[src/rtl/rx_ring_pkg.sv]
package rx_ring_pkg;
  typedef enum logic [2:0] {
    RG_CMD  = 3'd0,
    RG_DATA = 3'd1,
    RG_BASE = 3'd2,
    RG_CAP  = 3'd3,
    RG_HEAD = 3'd4,
    RG_TAIL = 3'd5
  } reg_idx_e;

  localparam logic [31:0] CMD_POWER = 32'd1;
  localparam logic [31:0] CMD_IRQEN = 32'd2;
  localparam logic [31:0] CMD_RXEN  = 32'd3;
  localparam logic [31:0] CMD_DROPS = 32'd4;

  typedef enum logic [2:0] {
    ST_IDLE,
    ST_RQ_A,
    ST_WT_A,
    ST_RQ_L,
    ST_WT_L,
    ST_FILL,
    ST_WB,
    ST_SINK
  } eng_state_e;
endpackage

[src/rtl/rx_ring_regs.sv]
module rx_ring_regs
  import rx_ring_pkg::*;
#(
  parameter int unsigned MAX_SLOTS = 16,
  parameter int unsigned IDX_W     = 4,
  parameter int unsigned CAP_W     = 5,
  parameter int unsigned CNT_W     = 32
) (
  input  logic             clk_i,
  input  logic             rst_ni,
  input  logic             wr_i,
  input  logic [2:0]       addr_i,
  input  logic [31:0]      wdata_i,
  output logic [31:0]      rdata_o,
  input  logic [IDX_W-1:0] head_i,
  input  logic             drop_inc_i,
  output logic [31:0]      base_o,
  output logic [CAP_W-1:0] cap_o,
  output logic [IDX_W-1:0] tail_o,
  output logic             power_o,
  output logic             irq_en_o,
  output logic             rx_en_o,
  output logic [CNT_W-1:0] drop_o
);
  logic [31:0] cmd_q;

  always_ff @(posedge clk_i or negedge rst_ni) begin
    if (!rst_ni) begin
      cmd_q    <= '0;
      base_o   <= '0;
      cap_o    <= '0;
      tail_o   <= '0;
      power_o  <= 1'b0;
      irq_en_o <= 1'b0;
      rx_en_o  <= 1'b0;
      drop_o   <= '0;
    end else begin
      if (drop_inc_i) drop_o <= drop_o + CNT_W'(1);
      if (wr_i) begin
        case (addr_i)
          RG_CMD:  cmd_q  <= wdata_i;
          RG_BASE: base_o <= wdata_i;
          RG_CAP:  cap_o  <= (wdata_i > 32'(MAX_SLOTS)) ? CAP_W'(MAX_SLOTS)
                                                         : wdata_i[CAP_W-1:0];
          RG_TAIL: tail_o <= wdata_i[IDX_W-1:0];
          RG_DATA: begin
            if (cmd_q == CMD_POWER) power_o  <= wdata_i[0];
            if (cmd_q == CMD_IRQEN) irq_en_o <= wdata_i[0];
            if (cmd_q == CMD_RXEN)  rx_en_o  <= wdata_i[0];
          end
          default: ;
        endcase
      end
    end
  end

  logic [31:0] data_rd;
  always_comb begin
    case (cmd_q)
      CMD_POWER: data_rd = {31'b0, power_o};
      CMD_IRQEN: data_rd = {31'b0, irq_en_o};
      CMD_RXEN:  data_rd = {31'b0, rx_en_o};
      CMD_DROPS: data_rd = 32'(drop_o);
      default:   data_rd = '0;
    endcase
  end

  always_comb begin
    case (addr_i)
      RG_CMD:  rdata_o = cmd_q;
      RG_DATA: rdata_o = data_rd;
      RG_BASE: rdata_o = base_o;
      RG_CAP:  rdata_o = 32'(cap_o);
      RG_HEAD: rdata_o = 32'(head_i);
      RG_TAIL: rdata_o = 32'(tail_o);
      default: rdata_o = '0;
    endcase
  end
endmodule

[src/rtl/rx_ring_engine.sv]
module rx_ring_engine
  import rx_ring_pkg::*;
#(
  parameter int unsigned MAX_FRAME = 4000,
  parameter int unsigned IDX_W     = 4,
  parameter int unsigned CAP_W     = 5,
  parameter int unsigned LEN_W     = 12
) (
  input  logic             clk_i,
  input  logic             rst_ni,
  input  logic [31:0]      base_i,
  input  logic [CAP_W-1:0] cap_i,
  input  logic [IDX_W-1:0] tail_i,
  input  logic             active_i,
  input  logic             rx_valid_i,
  input  logic [7:0]       rx_data_i,
  input  logic             rx_last_i,
  output logic             rx_ready_o,
  output logic             mem_rd_o,
  output logic [31:0]      mem_raddr_o,
  input  logic             mem_rvalid_i,
  input  logic [31:0]      mem_rdata_i,
  output logic             mem_wr_o,
  output logic [31:0]      mem_waddr_o,
  output logic [31:0]      mem_wdata_o,
  output logic [3:0]       mem_wbe_o,
  output logic [IDX_W-1:0] head_o,
  output logic             drop_o,
  output logic             fill_o
);
  eng_state_e       st_q;
  logic [31:0]      buf_q;
  logic [LEN_W-1:0] lim_q, cnt_q;
  logic [IDX_W-1:0] head_nxt;
  logic             ring_full, room;
  logic [31:0]      slot_addr, pay_addr;

  assign head_nxt  = ((CAP_W'(head_o) + CAP_W'(1)) == cap_i) ? '0 : head_o + IDX_W'(1);
  assign ring_full = (cap_i < CAP_W'(2)) || (head_nxt == tail_i);
  assign slot_addr = base_i + 32'({head_o, 3'b000});
  assign pay_addr  = buf_q + 32'(cnt_q);
  assign room      = cnt_q < lim_q;
  assign fill_o    = (st_q == ST_FILL);
  assign drop_o    = (st_q == ST_IDLE) && rx_valid_i && active_i && ring_full;

  always_ff @(posedge clk_i or negedge rst_ni) begin
    if (!rst_ni) begin
      st_q   <= ST_IDLE;
      head_o <= '0;
      buf_q  <= '0;
      lim_q  <= '0;
      cnt_q  <= '0;
    end else begin
      case (st_q)
        ST_IDLE: if (rx_valid_i) st_q <= (!active_i || ring_full) ? ST_SINK : ST_RQ_A;
        ST_RQ_A: st_q <= ST_WT_A;
        ST_WT_A: if (mem_rvalid_i) begin
          buf_q <= mem_rdata_i;
          st_q  <= ST_RQ_L;
        end
        ST_RQ_L: st_q <= ST_WT_L;
        ST_WT_L: if (mem_rvalid_i) begin
          lim_q <= (mem_rdata_i > 32'(MAX_FRAME)) ? LEN_W'(MAX_FRAME) : mem_rdata_i[LEN_W-1:0];
          cnt_q <= '0;
          st_q  <= ST_FILL;
        end
        ST_FILL: if (rx_valid_i) begin
          if (room) cnt_q <= cnt_q + LEN_W'(1);
          if (rx_last_i) st_q <= ST_WB;
        end
        ST_WB: begin
          head_o <= head_nxt;
          st_q   <= ST_IDLE;
        end
        ST_SINK: if (rx_valid_i && rx_last_i) st_q <= ST_IDLE;
        default: st_q <= ST_IDLE;
      endcase
    end
  end

  always_comb begin
    rx_ready_o  = (st_q == ST_FILL) || (st_q == ST_SINK);
    mem_rd_o    = (st_q == ST_RQ_A) || (st_q == ST_RQ_L);
    mem_raddr_o = (st_q == ST_RQ_L) ? slot_addr + 32'd4 : slot_addr;
    mem_wr_o    = 1'b0;
    mem_waddr_o = pay_addr;
    mem_wdata_o = {4{rx_data_i}};
    mem_wbe_o   = 4'b0001 << pay_addr[1:0];
    if (st_q == ST_FILL) begin
      mem_wr_o = rx_valid_i && room;
    end else if (st_q == ST_WB) begin
      mem_wr_o    = 1'b1;
      mem_waddr_o = slot_addr + 32'd4;
      mem_wdata_o = 32'(cnt_q);
      mem_wbe_o   = 4'hF;
    end
  end
endmodule

[src/rtl/rx_ring_dma.sv]
module rx_ring_dma #(
  parameter int unsigned MAX_SLOTS = 16,
  parameter int unsigned MAX_FRAME = 4000,
  parameter int unsigned CNT_W     = 32
) (
  input  logic        clk_i,
  input  logic        rst_ni,
  input  logic        reg_wr_i,
  input  logic [2:0]  reg_addr_i,
  input  logic [31:0] reg_wdata_i,
  output logic [31:0] reg_rdata_o,
  input  logic        rx_valid_i,
  input  logic [7:0]  rx_data_i,
  input  logic        rx_last_i,
  output logic        rx_ready_o,
  output logic        mem_rd_o,
  output logic [31:0] mem_raddr_o,
  input  logic        mem_rvalid_i,
  input  logic [31:0] mem_rdata_i,
  output logic        mem_wr_o,
  output logic [31:0] mem_waddr_o,
  output logic [31:0] mem_wdata_o,
  output logic [3:0]  mem_wbe_o,
  output logic        irq_o
);
  localparam int unsigned IDX_W = $clog2(MAX_SLOTS);
  localparam int unsigned CAP_W = $clog2(MAX_SLOTS + 1);
  localparam int unsigned LEN_W = $clog2(MAX_FRAME + 1);

  logic [31:0]      base_w;
  logic [CAP_W-1:0] cap_w;
  logic [IDX_W-1:0] head_w, tail_w;
  logic             power_w, irq_en_w, rx_en_w, drop_w, fill_w;
  logic [CNT_W-1:0] drops_w;

  rx_ring_regs #(
    .MAX_SLOTS(MAX_SLOTS), .IDX_W(IDX_W), .CAP_W(CAP_W), .CNT_W(CNT_W)
  ) u_regs (
    .clk_i(clk_i), .rst_ni(rst_ni), .wr_i(reg_wr_i), .addr_i(reg_addr_i),
    .wdata_i(reg_wdata_i), .rdata_o(reg_rdata_o), .head_i(head_w),
    .drop_inc_i(drop_w), .base_o(base_w), .cap_o(cap_w), .tail_o(tail_w),
    .power_o(power_w), .irq_en_o(irq_en_w), .rx_en_o(rx_en_w), .drop_o(drops_w)
  );

  rx_ring_engine #(
    .MAX_FRAME(MAX_FRAME), .IDX_W(IDX_W), .CAP_W(CAP_W), .LEN_W(LEN_W)
  ) u_eng (
    .clk_i(clk_i), .rst_ni(rst_ni), .base_i(base_w), .cap_i(cap_w),
    .tail_i(tail_w), .active_i(power_w && rx_en_w),
    .rx_valid_i(rx_valid_i), .rx_data_i(rx_data_i), .rx_last_i(rx_last_i),
    .rx_ready_o(rx_ready_o), .mem_rd_o(mem_rd_o), .mem_raddr_o(mem_raddr_o),
    .mem_rvalid_i(mem_rvalid_i), .mem_rdata_i(mem_rdata_i),
    .mem_wr_o(mem_wr_o), .mem_waddr_o(mem_waddr_o), .mem_wdata_o(mem_wdata_o),
    .mem_wbe_o(mem_wbe_o), .head_o(head_w), .drop_o(drop_w), .fill_o(fill_w)
  );

  assign irq_o = power_w && irq_en_w && rx_en_w && (head_w != tail_w);
endmodule

[config.mk]
export PLATFORM = sky130hd
export DESIGN_NAME = rx_ring_dma
export DESIGN_NICKNAME = d
export VERILOG_FILES = /design/src/rtl/rx_ring_pkg.sv /design/src/rtl/rx_ring_regs.sv /design/src/rtl/rx_ring_engine.sv /design/src/rtl/rx_ring_dma.sv
export SDC_FILE = /design/constraint.sdc
export NUM_CORES = 1
export LEC_CHECK = 0
export BUFFER_PORTS_ARGS = -buffer_cell sky130_fd_sc_hd__buf_2
export CAP_MARGIN = 15
export CELL_PAD_IN_SITES_DETAIL_PLACEMENT = 0
export CELL_PAD_IN_SITES_GLOBAL_PLACEMENT = 1
export CORE_MARGIN = 3
export CORE_UTILIZATION = 44
export DETAILED_ROUTE_END_ITERATION = 12
export GPL_ROUTABILITY_DRIVEN = 0
export PLACE_DENSITY = 0.81
export SETUP_SLACK_MARGIN = 0.4
export SKIP_LAST_GASP = 1
export SYNTH_ARGS = -nofsm -noshare
export SYNTH_HDL_FRONTEND = slang
export SYNTH_HIERARCHICAL = 1
export SYNTH_SLANG_ARGS = --single-unit
[constraint.sdc]
create_clock -name clk_i -period 4.3 [get_ports clk_i]
set_clock_uncertainty 0.1 [all_clocks]
set_input_delay 0.645 -clock clk_i [delete_from_list [all_inputs] [get_ports clk_i]]
set_output_delay 0.645 -clock clk_i [all_outputs]
set_load 0.1 [all_outputs]
### Word level (Yosys, flattened, before mapping)

Index checks and enable logic that the tools add are counted.

| cells by class | value |
|---|---|
| add/subtract/negate cells | 7 |
| $lt $le $gt $ge | 4 |
| equal/unequal tests | 26 |
| shift operators | 1 |
| multiplexer cells | 26 |
| reductions and logical operators | 28 |

Operators with widths:

| cell | count |
|---|---|
| 32-bit one-hot mux with 6 select lines | 1 |
| 32-bit two-way mux | 5 |
| 32-bit one-hot mux with 4 select lines | 1 |
| 32-bit by 2-bit equality test with 1-bit output, second input constant | 2 |
| 12-bit two-way mux | 4 |
| 32-bit by 1-bit adder with 32-bit output, second input constant | 1 |
| 32-bit by 12-bit adder with 32-bit output | 1 |
| 32-bit by 3-bit adder with 32-bit output, second input constant | 1 |
| 32-bit by 7-bit adder with 32-bit output | 1 |
| 32-bit by 1-bit equality test with 1-bit output, second input constant | 1 |
| 32-bit by 3-bit equality test with 1-bit output, second input constant | 1 |
| 32-bit by 12-bit greater-than comparator with 1-bit output, second input constant | 1 |
| 32-bit by 5-bit greater-than comparator with 1-bit output, second input constant | 1 |
| 12-bit one-hot mux with 2 select lines | 1 |
| 3-bit one-hot mux with 8 select lines | 1 |
| 3-bit two-way mux | 7 |
| 3-bit equality test, second input constant | 6 |
| 12-bit by 1-bit adder with 12-bit output, second input constant | 1 |
| 3-bit by 2-bit equality test with 1-bit output, second input constant | 4 |
| 12-bit less-than comparator | 1 |
| 4-bit two-way mux | 3 |
| 2-bit AND reduction | 6 |
| 2-bit != test, second input constant | 5 |
| 1-bit logical AND | 9 |
| 18 further kinds | 27 |

| word-level totals | value |
|---|---|
| bits in registers | 171 |
| input bits | 81 |
| output and inout bits | 136 |
| logic and storage cells | 105 |

### Depth between registers and ports, before layout

Gate-level depths: netlist (run 1).

| depth | value |
|---|---|
| word-level depth | 9 |
| depth in mapped cells | 13 |
| depth with buffers taken out | 12 |

### Hierarchy

Netlist (run 1), hierarchy kept.

Modules (own cells, without submodules):

| module | instances | cells each | area each (sq um) |
|---|---|---|---|
| rx_ring_engine | 1 | 834 | 6755.2 |
| rx_ring_regs | 1 | 469 | 5338.9 |
| rx_ring_dma | 1 | 7 | 55.1 |

### Worst setup path after synthesis (run 1)

No wires, ideal clock.

| timing path | value |
|---|---|
| path kind | register to output |
| start point | reg u_eng.head_o[0] |
| end point | out mem_waddr_o[31] |
| arrival | 5.143 ns |
| data required time | 3.555 ns |
| setup slack | -1.588 ns |
| stages on the path, launching flop included | 12 |
| buffers on the path | 1 |
| cells stage by stage | dfrtp_1 -> ha_1 -> fa_1 -> a21o_1 -> a2111oi_0 -> o32ai_1 -> nor3_2 -> and3_1 -> buf_4 -> nand3_1 -> o21a_1 -> o31ai_1 |

| between the ends | value |
|---|---|
| word-level cells in the longest chain between the ends | 4 |

Ends and longest elaborated chain:

| what | RTL line | source |
|---|---|---|
| from (decl) | rx_ring_engine.sv:27 | `output logic [IDX_W-1:0] head_o,` |
| from (signal assigned) | rx_ring_engine.sv:72 | `head_o <= head_nxt;` |
| 32-bit by 7-bit adder with 32-bit output | rx_ring_engine.sv:40 | `assign slot_addr = base_i + 32'({head_o, 3'b000});` |
| 32-bit by 3-bit adder with 32-bit output | rx_ring_engine.sv:93 | `mem_waddr_o = slot_addr + 32'd4;` |
| 32-bit two-way mux | rx_ring_engine.sv:91 | `end else if (st_q == ST_WB) begin` |
| 32-bit two-way mux | rx_ring_engine.sv:89 | `if (st_q == ST_FILL) begin` |
| to (decl) | rx_ring_dma.sv:21 | `output logic [31:0] mem_waddr_o,` |

No other way between the ends.

### Worst setup path after layout (run 1)

| timing path | value |
|---|---|
| start point | reg u_regs.base_o[3] |
| end point | out mem_waddr_o[24] |

| between the ends | value |
|---|---|
| word-level cells in the longest chain between the ends | 4 |

Ends and longest elaborated chain:

| what | RTL line | source |
|---|---|---|
| from (decl) | rx_ring_regs.sv:17 | `output logic [31:0] base_o,` |
| from (signal assigned) | rx_ring_regs.sv:42 | `RG_BASE: base_o <= wdata_i;` |
| 32-bit by 7-bit adder with 32-bit output | rx_ring_engine.sv:40 |  |
| 32-bit by 3-bit adder with 32-bit output | rx_ring_engine.sv:93 |  |
| 32-bit two-way mux | rx_ring_engine.sv:91 |  |
| 32-bit two-way mux | rx_ring_engine.sv:89 |  |

No other way between the ends.

==> flow_summary_export.csv, run 1 <==
group,metric,value,unit
yosys,synth_xor_xnor_area_share,0.113,
yosys,ys_seq_area_frac,0.352,
job,cap_violations,0,
sta,relSlewSlack,0.365,
placed_design,dpl.cell_count,1851,
yosys,synth_top_cell_by_area,"dfrtp_1",
clock_network,numCtsBuffers,17,
sta,setup_viol,33,
yosys,synth_top_cell_area_share,0.352,
final_layout,fin_cells,1922,
yosys,yosys_warnings,6,
sta,fmax,0.221,GHz
placed_design,hpwl,28.1,mm
yosys,synth_compound_area_frac,0.129,
power_and_ir_drop,vdd_drop_max,0.764,mV
worst_setup_path,cpPeakStageDelay,0.43,ns
yosys,synth.distinct_cells,78,
detailed_routing,vias,11100,
yosys,yosys.area_share.adder,0.0352,
outcome,violations,"negative setup slack",
clock_network,cts-htree-levels,4,
power_and_ir_drop,internal_power,5440,uW
worst_setup_path,critPathKind,"register to output pin",
power_and_ir_drop,power.density,764,mW/mm^2
worst_setup_path,crit_start,"u_regs/base_o[3]",
detailed_routing,post_drt_wl_per_cell,19.8,um
sta,drv_slew,0,
final_layout,syn_to_final_growth,38.3,%
final_layout,final_cell_mix,"dfrtp_1 (170), buf_2 (157), nand2_1 (102)",
grt,grt.overflow.total,0,
die,fp.coreArea,0.0270,sq mm
final_layout,final_layout_size_suffix_gt1_frac,0.361,
power_and_ir_drop,clkPwrFrac,0.127,
worst_setup_path,arrival,3.79,ns
final_layout,fin_util,0.622,
yosys,synth_edf_count,0,
detailed_routing,routed_wl,38.1,mm
yosys,ys_ff_latch,171,
placed_design,place_ws,0.0869,ns
final_layout,final_common_cell,"dfrtp_1",
worst_setup_path,r2r_end,"u_regs/drop_o[26]",
worst_setup_path,crit_path_frequent_cell,"buf_6",
yosys,synthFlopType,"dfrtp_1",
final_layout,nets,1682,
grt,grt_pass1_wl,59.3,mm
sta,final.min_clock_period,4.53,ns
worst_setup_path,cp_max_fo,4,
die,row_count,60,
die,die_height,172,um
outcome,outcome,"finished with violations",
clock_network,cts_num_sinks,171,
yosys,synth_top_family_by_area,"simple AND/OR/NAND/NOR gates",
detailed_routing,route.detailed.drc,0,
final_layout,num_antenna_cells,0,
power_and_ir_drop,p_sw_frac,0.576,
power_and_ir_drop,seq_power_share,0.189,
worst_setup_path,critPathRequiredTime,3.56,ns
die,start_util,0.450,
power_and_ir_drop,p_comb_frac,0.684,
sta,rsz0062_at_grt,"yes",
worst_setup_path,r2r_start,"u_eng/head_o[0]",
worst_setup_path,path_cells,"ha_4 -> fa_2 -> buf_6 -> a211oi_4 -> nor3_1 -> xnor2_1 -> or3_4 -> nor4_4 -> buf_4 -> buf_6 -> nand3b_1 -> xnor2_2 -> mux2i_4 -> buf_12",
worst_setup_path,crit_family,"simple AND/OR/NAND/NOR gates",
yosys,yosys-top-cells-area,"dfrtp_1 (35%), xnor2_1 (7.4%), mux2_2 (6.0%)",
clock_network,clk_pin_slew_worst_paths,0.09,ns
worst_setup_path,reg2reg_setup_slack,0.73,ns
yosys,async_flop_share,1.00,
yosys,yosys.area_share.simple,0.205,
die,io_pins,217,
detailed_routing,vias_per_cell,5.78,
yosys,synth_cells,1310,
grt,grt_max_degree,70,
power_and_ir_drop,leakage,0.00731,uW
sta,layout_setup_ws,-0.232,ns
detailed_routing,drtAntennaViolNets,0,
clock_network,root_buffer,"clkbuf_16",
worst_setup_path,crit_buf_inv,4,
yosys,syn-num-nets,1424,
worst_setup_path,endpoint_kind,"output pin",
clock_network,clockBufferDepth,2,
clock_network,cts_tree,"yes",
sta,tightest_slew,0.946,ns
placed_design,portBuffers,216,
grt,antenna_found_initial,1,
grt,grt_usage,0.252,
yosys,avgSynthCellArea,9.27,sq um
clock_network,clk_latency,0.44,ns
worst_setup_path,ff2ff_path_depth,15,
sta,timing.final.crit_share,1.05,
die,die_area,0.0296,sq mm
yosys,syn_area,0.0121,sq mm
detailed_routing,initialDrtViolationCount,922,
worst_hold_path,min_path_type,"primary input to async pin",
worst_setup_path,start_kind,"register",
sta,fin_tns_setup,-4.01,ns
detailed_routing,dr.pass1.iters,5,
sta,final_hold_viol_count,0,
grt,grt_pass1_vias,10900,
power_and_ir_drop,p_sw,7390,uW
die,die_w,172,um
yosys,synthMuxAreaShare,0.108,
worst_setup_path,crit_path_top_delay_cell,"or3_4",
==> per-layer routing <==
layer  up-vias  part of all wire  global-route usage
li1       5219                 -                   -
met1      5449              0.45               0.354
met2       388              0.47               0.409
met3        58             0.053              0.0352
met4         2             0.023              0.0753
met5         -           0.00034                   0
==> repair_timing <==
action / CTS / global route
buffers inserted: 29 / 9
hold buffers: 0 / 0
setup endpoints to repair: 49 / 53
gates resized for setup: 108 / 40
gates cloned: 1 / 0
pin swaps: 41 / 24
==> cells by family after synthesis <==
| kind of cell | count (synthesis) |
|---|---|
| flops | 171 |
| compound gates | 245 |
| xor+xnor | 153 |
| mux | 119 |
| fa+ha+maj | 33 |
| buf+inv | 144 |
| simple gates | 445 |
==> metrics by stage <==
| stage | instance area [sq um] | hold slack [ns] | total power (uW) |
|---|---|---|---|
| 2_1_floorplan | 12900 | 0.249 | 8730 |
| 3_3_place_gp | 15100 | 0.361 | 10700 |
| 3_5_place_dp | 15100 | 0.363 | 10800 |
| 4_1_cts | 16500 | 0.132 | 12700 |
| 5_1_grt | 16800 | 0.161 | 13300 |
| 6_report | 16800 | 0.112 | 12800 |
==> power groups by stage <==
stage / sequential, uW / combinational, uW / clock (uW)
final: 2420 / 8780 / 1630
after global routing: 2480 / 9140 / 1720
after CTS: 2410 / 8660 / 1670
after detailed placement: 2430 / 8320 / 0
after global placement: 2420 / 8280 / 0
after floorplan: 2280 / 6450 / 0
==> state kept, by name (all words and copies together), names as in the netlist <==
signal           cells
u_eng/buf_q         32
u_eng/cnt_q         12
u_eng/head_o         4
u_eng/lim_q         12
u_eng/st_q           3
u_regs/base_o       32
u_regs/cap_o         5
u_regs/cmd_q        32
u_regs/drop_o       32
u_regs/irq_en_o      1
u_regs/power_o       1
u_regs/rx_en_o       1
u_regs/tail_o        4
==> cells in the mapped netlist (all sizes together) (4+ instances only) <==
| cell | number |
|---|---|
| nand2 | 117 |
| o22ai | 5 |
| nor2 | 73 |
| nor3b | 6 |
| clkbuf | 29 |
| and3 | 16 |
| a21o | 19 |
| o21ai | 80 |
| a22oi | 30 |
| o211ai | 6 |
| buf | 47 |
| nand2b | 11 |
| xor2 | 47 |
| and4 | 16 |
| mux2i | 18 |
| and2 | 18 |
| a21oi | 42 |
| or4 | 8 |
| a31oi | 6 |
| o31ai | 7 |
| and4b | 5 |
| nor4b | 4 |
| mux2 | 101 |
| nand3 | 48 |
| dfrtp | 171 |
| or3 | 5 |
| nor4 | 31 |
| nand3b | 7 |
| xnor2 | 105 |
| ha | 31 |
| nand4 | 43 |
| inv | 68 |
| nor2b | 7 |
| a211oi | 4 |
| o21a | 7 |
| a21boi | 5 |
| nor3 | 25 |
==> how the worst max path moves through the flow <==
stage                            endpoint  slack (ns)  cells past startpoint
after floorplan           mem_waddr_o[30]        0.02                     11
final                     mem_waddr_o[24]       -0.23                     14
after global placement    mem_waddr_o[30]        0.16                     12
after CTS                 mem_raddr_o[28]       -0.24                     13
after global routing      mem_waddr_o[26]       -0.34                     13
after detailed placement  mem_waddr_o[30]        0.09                     12
==> final cells by class <==
class / count / area, sq um
Inverter: 68 / 255
Clock inverter: 15 / 206
Clock buffer: 17 / 425
Multi-Input combinational cell: 995 / 8500
Timing Repair Buffer: 315 / 2700
Tap cell: 341 / 427
Sequential cell: 171 / 4280
Fill cell: 2192 / 10200
(Power assumes the default switching activity.)
==> run 2: changes to the inputs <==
Settings changed: ABC_AREA from default to 1, CORE_UTILIZATION 44 to 41.
==> run 2 against run 1 <==
The run now ends clean. Combinational power shrank 8.0%. Die area up 17%. Global-route usage rose by 0.29 points. Maximum frequency grew 15%. Highest routed layer is now met4.
==> flow_summary_export.csv, run 2 <==
group,metric,value,unit
outcome,outcome,"finished, final reports clean",
sta,fin_tns_setup,0,ns
clock_network,numCtsBuffers,17,
detailed_routing,vias_per_cell,5.22,
detailed_routing,drtAntennaViolNets,0,
clock_network,clk_latency,0.44,ns
final_layout,final_layout_size_suffix_gt1_frac,0.257,
grt,use_met1,0.358,
final_layout,nets,2382,
grt,grt_pass1_wl,69.7,mm
worst_hold_path,min_path_type,"primary input to async pin",
clock_network,clk_pin_slew_worst_paths,0.07,ns
job,cap_violations,0,
grt,met2_usage,0.408,
die,start_util,0.418,
die,die_w,186,um
worst_setup_path,start_kind,"register",
die,io_pins,217,
sta,tightest_slew,1.05,ns
final_layout,num_antenna_cells,0,
worst_setup_path,critPathKind,"register to output pin",
die,die_area,0.0346,sq mm
sta,final_hold_viol_count,0,
grt,grt_most_used_layer,"met2",
yosys,yosys_warnings,6,
yosys,async_flop_share,1.00,
clock_network,cts_tree,"yes",
power_and_ir_drop,clkPwrFrac,0.129,
worst_setup_path,cpPeakStageDelay,0.42,ns
clock_network,cts_num_sinks,171,
detailed_routing,routed_wl,44.6,mm
grt,grt_max_degree,115,
yosys,synth_edf_count,0,
yosys,synth_cells,2030,
die,die_height,186,um
yosys,yosysMostFrequentCell,"nand2_1",
final_layout,final_common_cell,"nand2_1",
yosys,syn_area,0.0133,sq mm
worst_setup_path,path_cells,"ha_4 -> fa_2 -> nand2_2 -> nand2_2 -> nor2_4 -> nand3_4 -> nor2_4 -> nand3_2 -> nor2_4 -> nand4_4 -> o21ai_4 -> nand3_2 -> nand2_2 -> buf_12",
final_layout,syn_to_final_growth,29.9,%
power_and_ir_drop,seq_power_share,0.195,
sta,setup_viol,0,
placed_design,place_ws,0.405,ns
sta,timing.final.crit_share,0.920,
detailed_routing,route.detailed.drc,0,
grt,grt_pass1_vias,13200,
grt,grt_usage,0.255,
worst_setup_path,cp_max_fo,6,
grt,antenna_found_initial,0,
power_and_ir_drop,vdd_drop_max,1.12,mV
sta,final.min_clock_period,3.96,ns
yosys,synthTopCellsByCount,"nand2_1 (664), inv_1 (241), nand3_1 (186)",
yosys,synth.distinct_cells,52,
detailed_routing,dr.pass1.iters,7,
power_and_ir_drop,leakage,0.00833,uW
power_and_ir_drop,internal_power,4890,uW
sta,whs,0.0607,ns
clock_network,clockBufferDepth,2,
yosys,syn-num-nets,2144,
placed_design,hpwl,34.0,mm
detailed_routing,vias,14200,
worst_setup_path,path_depth,14,
final_layout,final_cell_mix,"nand2_1 (597), inv_1 (231), buf_2 (166)",
yosys,synth_top_cell_area_share,0.322,
yosys,synthFlopType,"dfrtp_1",
clock_network,hold_buffers,0,
die,fp.coreArea,0.0318,sq mm
yosys,ys_ff_latch,171,
clock_network,root_buffer,"clkbuf_16",
worst_setup_path,crit_buf_inv,1,
yosys,ys_seq_area_frac,0.322,
final_layout,fin_cells,2715,
yosys,avgSynthCellArea,6.55,sq um
detailed_routing,initialDrtViolationCount,1243,
sta,fmax,0.253,GHz
sta,rsz0062_at_grt,"yes",
sta,layout_setup_ws,0.343,ns
yosys,synth_top_cell_by_area,"dfrtp_1",
worst_setup_path,crit_family,"simple AND/OR/NAND/NOR gates",
sta,relSlewSlack,0.299,
sta,drv_slew,0,
power_and_ir_drop,p_comb_frac,0.676,
die,row_count,65,
power_and_ir_drop,p_sw,7060,uW
worst_setup_path,crit_path_top_delay_cell,"fa_2",
yosys,yosys-top-cells-area,"dfrtp_1 (32%), nand2_1 (19%), nand3_1 (7.0%)",
power_and_ir_drop,power.density,692,mW/mm^2
grt,gr-usage-met3,0.0371,
worst_setup_path,ff2ff_path_depth,19,
worst_setup_path,endpoint_kind,"output pin",
detailed_routing,post_drt_wl_per_cell,16.4,um
placed_design,dpl.cell_count,2629,
placed_design,portBuffers,216,
worst_setup_path,arrival,3.21,ns
worst_setup_path,critPathRequiredTime,3.56,ns
power_and_ir_drop,p_sw_frac,0.591,
grt,grt.overflow.total,0,
clock_network,cts-htree-levels,4,
==> run 2: area by class of cell <==
class | instances | area (sq um)
Multi-Input combinational cell | 1540 | 8610
Fill cell | 3146 | 14500
Clock buffer | 22 | 454
Sequential cell | 171 | 4290
Clock inverter | 9 | 113
Inverter | 251 | 953
Tap cell | 435 | 544
Timing Repair Buffer | 287 | 2310
==> run 2: logic make-up after synthesis <==
logic type / Yosys count / share of synthesized area
simple gates: 1176 / 0.387
buf+inv: 319 / 0.0971
compound gates: 246 / 0.104
flops: 171 / 0.322
xor+xnor: 75 / 0.0499
fa+ha+maj: 33 / 0.0322
mux: 10 / 0.00847
==> run 2: worst paths after layout <==
path | start | slack (ns) | to
worst max-delay path | u_eng/head_o[0] | 0.34 | mem_raddr_o[22]
worst min register to register | u_regs/cmd_q[6] | 0.39 | u_regs/cmd_q[6]
min in group clk_i | mem_rdata_i[25] | 0.35 | u_eng/buf_q[25]
max in group asynchronous | rst_ni | 2.89 | u_eng/head_o[1]
worst min-delay path | rst_ni | 0.06 | u_eng/buf_q[25]
worst max register to register | u_eng/head_o[0] | 0.77 | u_regs/drop_o[26]
==> run 2: power groups by stage <==
stage	logic [uW]	registers (uW)	clock network (uW)
floorplan	5780	2200	0
global placement	7280	2340	0
detailed placement	7310	2350	0
CTS	7660	2330	1590
global route	8520	2390	1650
finish	8080	2340	1540
==> run 2: metrics by stage <==
stage,area (sq um),util,power [uW]
3_3_place_gp,15200,0.477,9620
3_5_place_dp,15200,0.477,9660
6_report,17300,0.543,12000
2_1_floorplan,13400,-,7980
4_1_cts,16300,0.513,11600
5_1_grt,17300,0.543,12600
==> run 2: routing by layer <==
metal | up-vias | wire (um)
li1 | 6989 | -
met4 | 0 | 1340
met5 | - | 0
met1 | 6641 | 20100
met2 | 455 | 20700
met3 | 86 | 2420
==> run 2: what timing repair did <==
item | in CTS | in global routing
setup buffers | 25 | 29
pin swaps | 37 | 64
gates resized for setup | 110 | 184
endpoints found under the setup margin | 49 | 71
